File: config.mk
export PLATFORM = sky130hd
export DESIGN_NAME = chg_watch
export DESIGN_NICKNAME = d
export VERILOG_FILES = /design/src/rtl/chg_watch_pkg.sv /design/src/rtl/chg_watch_sync.sv /design/src/rtl/chg_watch_hold.sv /design/src/rtl/chg_watch.sv
export SDC_FILE = /design/constraint.sdc
export NUM_CORES = 1
export LEC_CHECK = 0
export ABC_CLOCK_PERIOD_IN_PS = 2200
export BUFFER_PORTS_ARGS = -buffer_cell sky130_fd_sc_hd__clkbuf_2
export CAP_MARGIN = 20
export CORE_UTILIZATION = 35
export DETAILED_ROUTE_END_ITERATION = 7
export SLEW_MARGIN = 20
export SYNTH_ARGS = -nofsm -noshare
export SYNTH_HDL_FRONTEND = slang
export SYNTH_SLANG_ARGS = --single-unit
File: constraint.sdc
create_clock -name clk -period 2.2 [get_ports clk]
set_clock_uncertainty 0.1 [all_clocks]
set_input_delay 0.11 -clock clk [delete_from_list [all_inputs] [get_ports clk]]
set_output_delay 0.11 -clock clk [all_outputs]
set_load 0.01 [all_outputs]
File: src/rtl/chg_watch_pkg.sv
package chg_watch_pkg;

    typedef enum logic [1:0] {
        XFER_IDLE  = 2'd0,
        XFER_WRITE = 2'd1,
        XFER_READ  = 2'd2
    } xfer_e;

endpackage

File: src/rtl/chg_watch_sync.sv
module chg_watch_sync #(
    parameter int WIDTH  = 8,
    parameter int STAGES = 2
) (
    input  logic             clk,
    input  logic             rst_n,
    input  logic [WIDTH-1:0] d_i,
    output logic [WIDTH-1:0] q_o
);
    logic [WIDTH-1:0] stage_q [STAGES];
    logic [WIDTH-1:0] stage_d [STAGES];

    generate
        for (genvar s = 0; s < STAGES; s++) begin : g_stage
            if (s == 0) begin : g_first
                always_comb stage_d[s] = d_i;
            end else begin : g_next
                always_comb stage_d[s] = stage_q[s-1];
            end
            always_ff @(posedge clk or negedge rst_n) begin
                if (!rst_n) stage_q[s] <= '0;
                else        stage_q[s] <= stage_d[s];
            end
        end
    endgenerate

    assign q_o = stage_q[STAGES-1];
endmodule

File: src/rtl/chg_watch_hold.sv
module chg_watch_hold #(
    parameter int SPAN = 4
) (
    input  logic clk,
    input  logic rst_n,
    input  logic load_i,
    output logic busy_o
);
    localparam int CW = $clog2(SPAN + 1);
    localparam logic [CW-1:0] SPAN_V = CW'(SPAN);

    logic [CW-1:0] cnt_d, cnt_q;

    always_comb begin
        cnt_d = cnt_q;
        if (load_i)          cnt_d = SPAN_V;
        else if (cnt_q != 0) cnt_d = cnt_q - 1'b1;
    end

    always_ff @(posedge clk or negedge rst_n) begin
        if (!rst_n) cnt_q <= SPAN_V;
        else        cnt_q <= cnt_d;
    end

    assign busy_o = (cnt_q != '0);
endmodule

File: src/rtl/chg_watch.sv
module chg_watch
    import chg_watch_pkg::*;
#(
    parameter int NPORT       = 8,
    parameter int SYNC_STAGES = 2
) (
    input  logic             clk,
    input  logic             rst_n,
    input  logic [NPORT-1:0] pin_i,
    input  logic             addr_ack_i,
    input  logic             ack_is_read_i,
    input  logic             stop_i,
    input  logic             bus_abort_i,
    input  logic             out_wr_i,
    output logic [NPORT-1:0] flag_o,
    output logic             irq_pull_o
);
    localparam int SETTLE = SYNC_STAGES + 2;

    typedef struct packed {
        logic [NPORT-1:0] snap;
        logic [NPORT-1:0] flags;
        logic             irq;
        logic             pend;
        xfer_e            xfer;
    } state_t;

    logic [NPORT-1:0] pin_s;
    logic             settling;
    logic [NPORT-1:0] diff;
    state_t           s_d, s_q;

    chg_watch_sync #(.WIDTH(NPORT), .STAGES(SYNC_STAGES)) u_sync (
        .clk   (clk),
        .rst_n (rst_n),
        .d_i   (pin_i),
        .q_o   (pin_s)
    );

    chg_watch_hold #(.SPAN(SETTLE)) u_hold (
        .clk    (clk),
        .rst_n  (rst_n),
        .load_i (out_wr_i),
        .busy_o (settling)
    );

    always_comb begin
        s_d  = s_q;
        diff = settling ? '0 : (pin_s ^ s_q.snap);
        if (settling) s_d.snap = pin_s;

        s_d.flags = s_q.flags | diff;
        if (|diff) begin
            if (s_q.xfer == XFER_READ) s_d.pend = 1'b1;
            else                       s_d.irq  = 1'b1;
        end

        if (stop_i) begin
            if (s_q.xfer == XFER_READ && (s_q.pend || (|diff))) s_d.irq = 1'b1;
            s_d.xfer = XFER_IDLE;
            s_d.pend = 1'b0;
        end

        if (bus_abort_i) begin
            s_d.xfer = XFER_IDLE;
            s_d.pend = 1'b0;
        end

        if (addr_ack_i) begin
            s_d.snap  = pin_s;
            s_d.flags = '0;
            s_d.irq   = 1'b0;
            s_d.pend  = 1'b0;
            s_d.xfer  = ack_is_read_i ? XFER_READ : XFER_WRITE;
        end
    end

    always_ff @(posedge clk or negedge rst_n) begin
        if (!rst_n) begin
            s_q.snap  <= '0;
            s_q.flags <= '0;
            s_q.irq   <= 1'b0;
            s_q.pend  <= 1'b0;
            s_q.xfer  <= XFER_IDLE;
        end else begin
            s_q <= s_d;
        end
    end

    assign flag_o     = s_q.flags;
    assign irq_pull_o = s_q.irq;
endmodule

==> results.toml <==
[cells_and_area]
multiInputGateArea_um2 = 454.2
final_nets = 162
seq_area_um2 = 977.2
drive_above_1_share = 0.2847
areaGrowthSynthToFinish_pct = 18.80
n_antenna_cell = 0
fillers = 375
post-route-util = 0.4431

[critical_path]
cp_data_arrival_time_ns = 1.80
crit_end = "s_q[16]$_DFFE_PN0P_"
cp_data_required_time_ns = 2.26
path_class = "flop to flop"
reg2reg_from = "u_hold.cnt_q[0]$_DFFE_PN0P_"
critPathMaxStageDelay_ns = 0.38
cp-startpoint = "u_hold.cnt_q[0]$_DFFE_PN0P_"
cp.buffers_inverters = 1
path_cells = "inv_1 -> ha_1 -> nor2b_4 -> nor2b_4 -> mux2_4"
crit_path_max_fanout = 9
start_kind = "flop"
cp-end-kind = "flop"
cp.depth = 5
rrSetupSlack_ns = 0.46
rr_worst_depth = 5
worstReg2RegEnd = "s_q[16]$_DFFE_PN0P_"
path_delay_family = "simple AND/OR/NAND/NOR gates"
crit_top_cell = "nor2b_4"
cp_slowest_cell = "dfrtp_1"

[yosys]
synth.distinct_cells = 25
ys_seq_area_frac = 0.6412
synth_edf_count = 0
async_flop_share = 1.000
synthFlopType = "dfrtp_1"
synth_warnings = 0
synth_commonest_cells = "38 x dfrtp_1, 12 x nor2_1, 10 x a21oi_1"
synth.cell_area_um2 = 1524
synthTopCellsByArea = "dfrtp_1 62%, mux2_4 7.9%, xor2_1 4.6%"
synth_top_area_share = 0.6240
yosys.cell_count.top_type = "dfrtp_1"
synth_top_cell_by_area = "dfrtp_1"
synth_fp_nets = 131
synthCells = 114
syn_avg_cell_area_um2 = 13.37
ys_ff_latch = 39

[worst_hold_path]
hold_path_startpoint = "bus_abort_i"
hold_class = "input port to flop"

[floorplan]
die_x_um = 67.99
core_um2 = 4086
start_util = 0.3729
rows = 23
fp.dieH_um = 67.99
dieArea_um2 = 4622
ioPinCount = 24

[flow_run]
drv_cap = 0

[sta]
maxSlewViolCount = 0
min_period_ns = 1.737
rsz0062_at_grt = "no"
fmax_ghz = 0.5757
worst_pin_slew_ns = 0.8311
setup_viol_count_final = 0
relSlewSlack = 0.4459
finalCritPeriodShare = 0.7896
finalSetupTns_ns = 0
finalHoldViolations = 0

[global_routing]
grt_max_degree = 40
track_usage = 0.1228
grt_pass1_vias = 901
antenna_found_initial = 0
overflow = 0
grt_pass1_wl_um = 3967

[routing]
drcViolationCount = 0
first_pass_iters = 2
ant_nets = 0
wl_per_cell_um = 12.26
via_count = 876
drt-initial-drc-count = 57
routed_wl_um = 2378
viasPerCell = 4.515

[clocking]
cts_tree = "built"
clockBufferDepth = 2
h-tree-depth = 2
insertion_delay_ns = 0.28
cts.sinks = 39
clkTransAtPathRegs_ns = 0.07
cts_repair_resize_count = 0
numCtsBuffers = 5
clockRootBuffer = "clkbuf_8"

[status]
status = "finished, final reports clean"

[power]
ir_drop_mv = 0.3580
p_leak_nw = 0.8589
p_per_area_nw_per_um2 = 957.5

[placement]
port_buffers = 23
routabilityCongestion = 0.7190
dp_hpwl_um = 1621
-- cell families after synthesis --
family | after synthesis | synth area share
simple gates | 25 | 0.08456
xor+xnor | 9 | 0.05173
buf+inv | 14 | 0.06076
mux | 9 | 0.08539
fa+ha+maj | 2 | 0.01642
compound gates | 16 | 0.05994
flops | 39 | 0.6412
-- tightest hold or removal path, delay by kind of cell --
family,cells,cell delay [ns]
buf+inv,1,0.09
simple gates,2,0.11
mux,1,0.06
-- metal layers --
metal | track usage | routed length (µm) | vias up
met5 | 0 | 0 | -
met4 | 0.08594 | 54 | 0
met3 | 0.03667 | 118 | 5
met2 | 0.1850 | 1073 | 22
met1 | 0.1492 | 1132 | 423
li1 | - | - | 426
-- area by class of cell --
type                            instances  share of cell area
Sequential cell                        39              0.5397
Tap cell                               50             0.03455
Timing Repair Buffer                   35              0.1285
Multi-Input combinational cell         61              0.2509
Inverter                                3            0.006220
Clock buffer                            6             0.04008
-- flip-flops by register name, indices dropped and copies added (netlist names) --
name,count
u_sync.q_o,8
u_sync.stage_d,8
irq_pull_o,1
flag_o,8
s_q,11
u_hold.cnt_q,3
-- placed cells by master (no fill, tap or decap), drive strengths merged --
master,instances
clkbuf,28
nor2,12
nand2,4
nand3,1
mux2i,1
a21oi,10
dlygate4sd3,11
nor3,1
nor2b,3
dfstp,1
nor4,2
a31oi,1
dfrtp,38
mux2,8
inv,3
ha,2
and2,1
o21ai,3
o22ai,1
xnor2,1
nand2b,1
buf,2
o31ai,1
xor2,8
-- per-stage QoR --
stage / power (mW) / cell area (µm²) / hold slack, ns / setup slack, ns / instances
after floorplan: 1.231 / 1524 / -0.2856 / 0.6296 / 114
after global placement: 1.294 / 1628 / 0.1191 / 0.5543 / 177
after detailed placement: 1.315 / 1628 / 0.1197 / 0.4814 / 177
after CTS: 1.762 / 1810 / 0.02291 / 0.4517 / 194
after global routing: 1.844 / 1810 / 0.04983 / 0.3749 / 194
final: 1.734 / 1810 / 0.03147 / 0.4628 / 194
-- worst min-delay path by stage --
stage,to,cells past startpoint
after floorplan,flag_o[0]$_DFF_PN0_,0
after detailed placement,u_sync.stage_d[0]$_DFF_PN0_,1
after global routing,s_q[0]$_DFFE_PN0P_,4
after global placement,u_sync.stage_d[6]$_DFF_PN0_,1
final,s_q[0]$_DFFE_PN0P_,4
after CTS,s_q[1]$_DFFE_PN0P_,4
-- timing repair --
item / 4_1_cts / 5_1_grt
buffers inserted: 0 / 0
hold buffers: 11 / 0
endpoints found under the hold margin: 51 / 0
-- power breakdown --
part / switching, mW / internal (mW) / total [mW] / leakage (nW)
sequential: 0.0653 / 0.826 / 0.891 / 0.478
combinational: 0.216 / 0.208 / 0.424 / 0.344
clock: 0.208 / 0.211 / 0.418 / 0.0371
No activity file was read; power rests on OpenSTA's default activity.
